===== config.mk =====
export PLATFORM = sky130hd
export DESIGN_NAME = psr_mode_ctrl
export DESIGN_NICKNAME = d
export VERILOG_FILES = /design/src/rtl/psr_pkg.sv /design/src/rtl/psr_target_map.sv /design/src/rtl/psr_mode_legal.sv /design/src/rtl/psr_addr_guard.sv /design/src/rtl/psr_mode_ctrl.sv
export SDC_FILE = /design/constraint.sdc
export NUM_CORES = 1
export LEC_CHECK = 0
export ABC_AREA = 1
export CAP_MARGIN = 30
export CORE_ASPECT_RATIO = 0.75
export CORE_UTILIZATION = 47
export DETAILED_ROUTE_END_ITERATION = 7
export GPL_ROUTABILITY_DRIVEN = 0
export PLACE_DENSITY = 0.79
export REMOVE_ABC_BUFFERS = 1
export SYNTH_ARGS = -nofsm -noshare
export SYNTH_HDL_FRONTEND = slang
export SYNTH_SLANG_ARGS = --single-unit

===== constraint.sdc =====
create_clock -name clk -period 4.1 [get_ports clk]
set_clock_uncertainty 0.2 [all_clocks]
set_input_delay 0.41 -clock clk [delete_from_list [all_inputs] [get_ports clk]]
set_output_delay 0.41 -clock clk [all_outputs]
set_load 0.02 [all_outputs]

===== src/rtl/psr_pkg.sv =====
package psr_pkg;
    localparam int NUM_SPSR   = 5;
    localparam int SPSR_IDX_W = $clog2(NUM_SPSR);

    localparam logic [4:0] M_USR26 = 5'b00000;
    localparam logic [4:0] M_FIQ26 = 5'b00001;
    localparam logic [4:0] M_IRQ26 = 5'b00010;
    localparam logic [4:0] M_SVC26 = 5'b00011;
    localparam logic [4:0] M_USR32 = 5'b10000;
    localparam logic [4:0] M_FIQ32 = 5'b10001;
    localparam logic [4:0] M_IRQ32 = 5'b10010;
    localparam logic [4:0] M_SVC32 = 5'b10011;
    localparam logic [4:0] M_ABT32 = 5'b10111;
    localparam logic [4:0] M_UND32 = 5'b11011;

    typedef struct packed {
        logic [3:0] flags;
        logic       irq_m;
        logic       fiq_m;
        logic [4:0] mode;
    } psr_t;

    typedef struct packed {
        logic                  valid;
        logic [SPSR_IDX_W-1:0] idx;
    } slot_t;

    function automatic logic [31:0] psr_pack(psr_t p);
        return {p.flags, 20'd0, p.irq_m, p.fiq_m, 1'b0, p.mode};
    endfunction

    function automatic psr_t psr_unpack(logic [31:0] w);
        psr_t p;
        p.flags = w[31:28];
        p.irq_m = w[7];
        p.fiq_m = w[6];
        p.mode  = w[4:0];
        return p;
    endfunction

    function automatic slot_t bank_slot(logic [4:0] m);
        slot_t s;
        s.valid = 1'b1;
        s.idx   = '0;
        case (m)
            M_FIQ26, M_FIQ32: s.idx = SPSR_IDX_W'(0);
            M_IRQ26, M_IRQ32: s.idx = SPSR_IDX_W'(1);
            M_SVC26, M_SVC32: s.idx = SPSR_IDX_W'(2);
            M_ABT32:          s.idx = SPSR_IDX_W'(3);
            M_UND32:          s.idx = SPSR_IDX_W'(4);
            default:          s.valid = 1'b0;
        endcase
        return s;
    endfunction
endpackage


===== src/rtl/psr_target_map.sv =====
module psr_target_map
    import psr_pkg::*;
(
    input  logic [2:0] kind,
    input  logic       wide_prog,
    output logic [4:0] tgt_mode,
    output logic       tgt_fiq
);
    always_comb begin
        tgt_fiq = (kind == 3'd0);
        case (kind)
            3'd0:    tgt_mode = wide_prog ? M_FIQ32 : M_FIQ26;
            3'd1:    tgt_mode = wide_prog ? M_IRQ32 : M_IRQ26;
            3'd2:    tgt_mode = wide_prog ? M_SVC32 : M_SVC26;
            3'd3:    tgt_mode = wide_prog ? M_ABT32 : M_SVC26;
            default: tgt_mode = wide_prog ? M_UND32 : M_SVC26;
        endcase
    end
endmodule


===== src/rtl/psr_mode_legal.sv =====
module psr_mode_legal
    import psr_pkg::*;
(
    input  logic [4:0] mode_in,
    input  logic       wide_prog,
    output logic       ok
);
    always_comb begin
        if (wide_prog) begin
            case (mode_in)
                M_USR32, M_FIQ32, M_IRQ32, M_SVC32, M_ABT32, M_UND32: ok = 1'b1;
                default: ok = 1'b0;
            endcase
        end else begin
            case (mode_in)
                M_USR26, M_FIQ26, M_IRQ26, M_SVC26: ok = 1'b1;
                default: ok = 1'b0;
            endcase
        end
    end
endmodule


===== src/rtl/psr_addr_guard.sv =====
module psr_addr_guard #(
    parameter int ADDR_W   = 32,
    parameter int NARROW_W = 26
) (
    input  logic              valid,
    input  logic [ADDR_W-1:0] addr,
    input  logic              wide_data,
    output logic              exc
);
    localparam int HI_W = ADDR_W - NARROW_W;
    logic [HI_W-1:0] hi_bits;

    assign hi_bits = addr[ADDR_W-1:NARROW_W];
    assign exc     = valid && !wide_data && (|hi_bits);
endmodule


===== src/rtl/psr_mode_ctrl.sv =====
module psr_mode_ctrl
    import psr_pkg::*;
#(
    parameter int ADDR_W   = 32,
    parameter int NARROW_W = 26,
    parameter int WORD_W   = 32
) (
    input  logic              clk,
    input  logic              rst_n,
    input  logic              cfg_prog32,
    input  logic              cfg_data32,
    input  logic              alu_flag_we,
    input  logic [3:0]        alu_flags,
    input  logic              xcp_req,
    input  logic [2:0]        xcp_kind,
    input  logic              rest_req,
    input  logic              msr_we,
    input  logic              msr_spsr,
    input  logic [WORD_W-1:0] msr_wdata,
    input  logic              rd_spsr,
    output logic [WORD_W-1:0] rd_data,
    input  logic              dacc_valid,
    input  logic [ADDR_W-1:0] dacc_addr,
    output logic              addr_exc,
    output logic [3:0]        flags,
    output logic              irq_mask,
    output logic              fiq_mask,
    output logic [4:0]        mode,
    output logic              cfg_err
);
    localparam int NUM_CHK = 2;
    localparam int CHK_MSR = 0;
    localparam int CHK_RST = 1;

    typedef struct packed {
        psr_t                cpsr;
        psr_t [NUM_SPSR-1:0] spsr;
    } state_t;

    state_t state_d, state_q;

    logic       wide_prog, wide_data;
    logic [4:0] tgt_mode;
    logic       tgt_fiq;
    slot_t      cur_slot, tgt_slot;
    psr_t       msr_word, rest_word;
    logic [4:0] chk_mode [NUM_CHK];
    logic       chk_ok   [NUM_CHK];

    // Unused code 10 collapses onto fully narrow operation.
    assign wide_prog = cfg_prog32 && cfg_data32;
    assign wide_data = cfg_data32;
    assign cfg_err   = cfg_prog32 && !cfg_data32;

    assign cur_slot  = bank_slot(state_q.cpsr.mode);
    assign tgt_slot  = bank_slot(tgt_mode);
    assign msr_word  = psr_unpack(msr_wdata);
    assign rest_word = state_q.spsr[cur_slot.idx];

    assign chk_mode[CHK_MSR] = msr_word.mode;
    assign chk_mode[CHK_RST] = rest_word.mode;

    psr_target_map u_map (
        .kind      (xcp_kind),
        .wide_prog (wide_prog),
        .tgt_mode  (tgt_mode),
        .tgt_fiq   (tgt_fiq)
    );

    for (genvar g = 0; g < NUM_CHK; g++) begin : g_legal
        psr_mode_legal u_legal (
            .mode_in   (chk_mode[g]),
            .wide_prog (wide_prog),
            .ok        (chk_ok[g])
        );
    end

    psr_addr_guard #(
        .ADDR_W   (ADDR_W),
        .NARROW_W (NARROW_W)
    ) u_guard (
        .valid     (dacc_valid),
        .addr      (dacc_addr),
        .wide_data (wide_data),
        .exc       (addr_exc)
    );

    always_comb begin
        state_d = state_q;
        if (xcp_req) begin
            if (tgt_slot.valid) begin
                state_d.spsr[tgt_slot.idx] = state_q.cpsr;
            end
            state_d.cpsr.mode  = tgt_mode;
            state_d.cpsr.irq_m = 1'b1;
            if (tgt_fiq) begin
                state_d.cpsr.fiq_m = 1'b1;
            end
        end else if (rest_req && cur_slot.valid) begin
            state_d.cpsr.flags = rest_word.flags;
            state_d.cpsr.irq_m = rest_word.irq_m;
            state_d.cpsr.fiq_m = rest_word.fiq_m;
            if (chk_ok[CHK_RST]) begin
                state_d.cpsr.mode = rest_word.mode;
            end
        end else if (rest_req) begin
            state_d = state_q;
        end else begin
            if (msr_we && msr_spsr && cur_slot.valid) begin
                state_d.spsr[cur_slot.idx] = msr_word;
            end
            if (msr_we && !msr_spsr) begin
                state_d.cpsr.flags = msr_word.flags;
                if (cur_slot.valid) begin
                    state_d.cpsr.irq_m = msr_word.irq_m;
                    state_d.cpsr.fiq_m = msr_word.fiq_m;
                    if (chk_ok[CHK_MSR]) begin
                        state_d.cpsr.mode = msr_word.mode;
                    end
                end
            end else if (alu_flag_we) begin
                state_d.cpsr.flags = alu_flags;
            end
        end
    end

    always_ff @(posedge clk) begin
        if (!rst_n) begin
            state_q            <= '0;
            state_q.cpsr.irq_m <= 1'b1;
            state_q.cpsr.fiq_m <= 1'b1;
            state_q.cpsr.mode  <= wide_prog ? M_SVC32 : M_SVC26;
        end else begin
            state_q <= state_d;
        end
    end

    always_comb begin
        if (!rd_spsr) begin
            rd_data = psr_pack(state_q.cpsr);
        end else if (cur_slot.valid) begin
            rd_data = psr_pack(state_q.spsr[cur_slot.idx]);
        end else begin
            rd_data = '0;
        end
    end

    assign flags    = state_q.cpsr.flags;
    assign irq_mask = state_q.cpsr.irq_m;
    assign fiq_mask = state_q.cpsr.fiq_m;
    assign mode     = state_q.cpsr.mode;
endmodule


==> impl.org <==
** Yosys
- The share of synthesized area in the top cell type comes to 0.279.
- The synthesized design contains 66 register bits.
- After technology mapping, the gate count stands at 675.
- Area of the mapped netlist :: 0.00438 sq mm
- For this run, the register share of the synthesized area comes to 0.313.
- Number of warnings issued by yosys :: 0
- After synthesis, the share of cell area in mux cells is 0.
- Of the total synthesized cell area, the portion taken by full adders, half adders and majority gates is 0.
- Xor/xnor cell area share of the yosys netlist :: 0
- Area leader, netlist :: dfxtp_1
- Main combinational cell family by area after synthesis :: simple AND/OR/NAND/NOR gates
- Counting distinct cell types in the post-synthesis netlist gives 37.
- The post-synthesis compound-gate area fraction was 0.243.
- Of the total synthesized cell area, the portion taken by AND, OR, NAND and NOR gates is 0.285.
- Average instance area after synthesis :: 6.49 sq um
- Leading post-synthesis cells by cell area :: dfxtp_1 (28%), nand2_1 (11%), nand3_1 (6.9%)

** Pwr
- The share of total power dissipated in combinational logic is 0.269.
- Total power for the finished layout comes to 0.00215 W.
- Switching power :: 0.000710 W
- In this run the power density over the cells is 415 mW/mm^2.
- Sequential power share :: 0.334
- Highest ir drop seen on vdd :: 209 uV
- Share of power burned in the clock network :: 0.397
- The analysis attributes to cell leakage a power of 2.09 nW.
- Cell internal power dissipation :: 0.00144 W
- Of the total power, the share spent switching nets is 0.330.

** Clock network
- The number of setup buffers added after CTS is 0.
- The later pin in the worst-skew pair is clocked with a latency of 340 ps.
- CTS saw 66 sinks.
- The H-tree generated during clock tree synthesis spans 3 levels.
- Clock tree root buffer cell :: clkbuf_16
- After clock tree synthesis, the flow added hold-fix buffers numbering 0.
- Post-CTS repair changed the size of 0 cells.
- The longest clock path from root to sink contains 2 buffers.
- Clock tree from TritonCTS :: done
- Clock-pin slew was measured on the worst setup and hold paths at 60 ps.
- Clock buffer count from CTS :: 9

** Critical path
- The largest individual stage delay along the critical path comes from the cell clkdlybuf4s50_1.
- Walking the worst path, the cells encountered are inv_2 > nor2_2 > nand2_4 > nand3_4 > nand2_1 > inv_1 > o21ai_0 > o21ai_0 > clkdlybuf4s50_1.
- The worst register-to-register path has a setup slack of 1130 ps.
- Dominant delay contributor by cell family on the critical path :: buffers and inverters
- The cell that appears most often on the critical path is o21ai_0.
- STA classifies the critical path endpoint as a primary output.
- STA puts the critical path data arrival time at 3090 ps.
- Crit path buffers/inverters :: 3
- Startpoint class of the critical path :: register
- The critical path is of the reg -> out type.
- For the worst setup path, the data required time is 3490 ps.
- On the worst path, the slowest cell contributes a delay of 640 ps.
- Of all nets on the critical path, the largest fanout is 18.

** Drt
- DRC violation count after routing :: 0
- Count of routing violations after the opening detailed-route iteration :: 648
- Metal-1 WL :: 5620 microns
- Routed signal wires occupy layers up through met4.
- The count of nets left with antenna violations once routing finished came out at 0.
- Via count :: 4932
- For this block, the routed nets add up to 14200 microns of wire.
- The first detailed-routing pass ran for 6 iterations.
- Dividing the detail-routed wire length by the instance count gives 17.0 microns.
- In the detailed route, the total length drawn on met2 is 6410 microns.
- After detailed routing, the met3 layer carries 1710 microns of wire.
- Dividing the detail-routed via count by the number of cells gives 5.91.

** Final layout
- Total inserted antenna cells :: 0
- Compared with the post-synthesis result, the final layout area differs by 18.2%.
- Top library cells by usage in the layout, fill and taps aside :: nand2_1 (125), inv_1 (75), nor2_1 (67)
- Fraction of layout instances using a drive strength above 1 :: 0.0580
- Layout filler cell count :: 851
- Leaving out fill and tap cells, the most frequent cell in the layout is nand2_1.
- The net count of the finished layout is 784.

** Die
- Area enclosed by the die boundary :: 0.00972 sq mm
- Width of the chip :: 113 microns
- Initial core utilization :: 0.484
- Overall die height :: 85.6 microns
- During I/O placement, the number of pins put on the boundary was 127.
- After floorplanning, the core was divided into 30 placement rows.
- The total area inside the core boundary comes to 0.00905 sq mm.

** STA
- Number of failing setup endpoints in the final timing report :: 0
- Setup repair after global routing left no endpoint under its margin.
- Slew margin rel. :: 0.588
- The worst path needs 3700 ps of the cycle, external delays included.
- Tightest Pin Transition :: 615 ps
- Static timing analysis puts the maximum clock frequency at 270 MHz.
- Hold Vio Cnt, Final :: 0
- Post-route clock period utilization :: 0.904
- In the post-route analysis, the smallest setup slack over all paths is 396 ps.
- Final TNS setup :: 0 ps
- The number of slew-limit violations in the final report is 0.

** Run status
- Outcome :: complete, no violations

** Global route
- Entering global routing, the biggest net connects 38 pins.
- The first global-routing pass estimated 22900 microns of wire.
- The number of antenna violations at the first check in global routing is 0.
- Gr ovfl total :: 0
- Tot GR Track Use :: 0.301
- Number of global-route vias before repair :: 4693

** Run
- Max cap viols :: 0

** Placement
- Worst slack at placement :: 831 ps
- The wire-length estimate of the detail-placed layout is 10100 microns.
- Port buffering added 58 buffers.

** Worst hold path
- Type of the tightest min-delay check :: reg -> reg
==> Yosys cell counts <==
cell type,count
a211oi_1,1
a21oi_1,53
a21oi_2,1
a22oi_1,1
a32oi_1,11
buf_1,5
buf_2,12
buf_4,33
clkbuf_1,19
clkinv_1,1
conb_1,1
dfxtp_1,61
edfxtp_1,5
inv_1,75
inv_2,3
nand2_1,125
nand2_2,5
nand2_4,1
nand3_1,60
nand3_2,1
nand3_4,1
nand3b_1,3
nand4_1,6
nand4_4,1
nor2_1,67
nor2_2,2
nor2_4,2
nor3_1,7
nor4_1,1
o211ai_1,4
o21a_1,5
o21ai_0,48
o21ai_1,4
o21ai_2,2
o221ai_1,1
o22ai_1,35
o32ai_1,12
==> area by class of cell <==
type / count / area (sq um) / share of cell area
clock inverters: 5 / 75.1 / 0.0145
repair buffers: 65 / 633 / 0.122
flip-flops and latches: 66 / 1370 / 0.265
multi-input cells: 481 / 2390 / 0.461
well taps: 128 / 160 / 0.0309
clock buffers: 11 / 254 / 0.0490
inverters: 79 / 297 / 0.0572
==> final timing paths <==
| check | from | cells after the start | to |
|---|---|---|---|
| max | mode[4]$_DFFE_PP_ | 9 | rd_data[6] |
| min | register | 2 | register |
| max reg2reg | mode[4]$_DFFE_PP_ | 11 | register |
| min reg2reg | register | 2 | register |
==> worst register-to-register path: cells and delay by family, from the launching register on <==
kind | cells | cell delay [ps]
DFF | 1 | 480
and+or+nand+nor | 9 | 1910
buffers and inverters | 1 | 140
AOI/OAI and AO/OA | 1 | 130
==> cell families (layout without fill, tap and decap cells) <==
family	count (synthesis)	in the layout
compound gates	178	178
simple gates	282	282
other cells	1	21
flops	66	66
buf+inv	148	160
==> per-layer routing <==
metal | vias to the layer above | track usage
li1 | 2294 | -
met1 | 2238 | 0.384
met2 | 345 | 0.491
met3 | 55 | 0.0742
met4 | 0 | 0.116
met5 | - | 0
==> per-stage QoR <==
stage / utilization / instances / instance area, sq um / hold slack (ps)
floorplan: - / 626 / 4060 / 224
global placement: 0.536 / 819 / 4850 / 239
detailed placement: 0.536 / 819 / 4850 / 243
CTS: 0.573 / 835 / 5180 / 251
global route: 0.573 / 835 / 5180 / 274
finish: 0.573 / 835 / 5180 / 246
==> power groups by stage <==
| stage | Sequential, W | Combinational [W] | Clock (W) |
|---|---|---|---|
| 3_3_place_gp | 0.000728 | 0.000548 | 0 |
| 3_5_place_dp | 0.000730 | 0.000558 | 0 |
| 5_1_grt | 0.000721 | 0.000626 | 0.000892 |
| 6_report | 0.000718 | 0.000578 | 0.000855 |
| 4_1_cts | 0.000717 | 0.000562 | 0.000861 |
| 2_1_floorplan | 0.000737 | 0.000333 | 0 |
No activity file was read; power rests on OpenSTA's default activity.
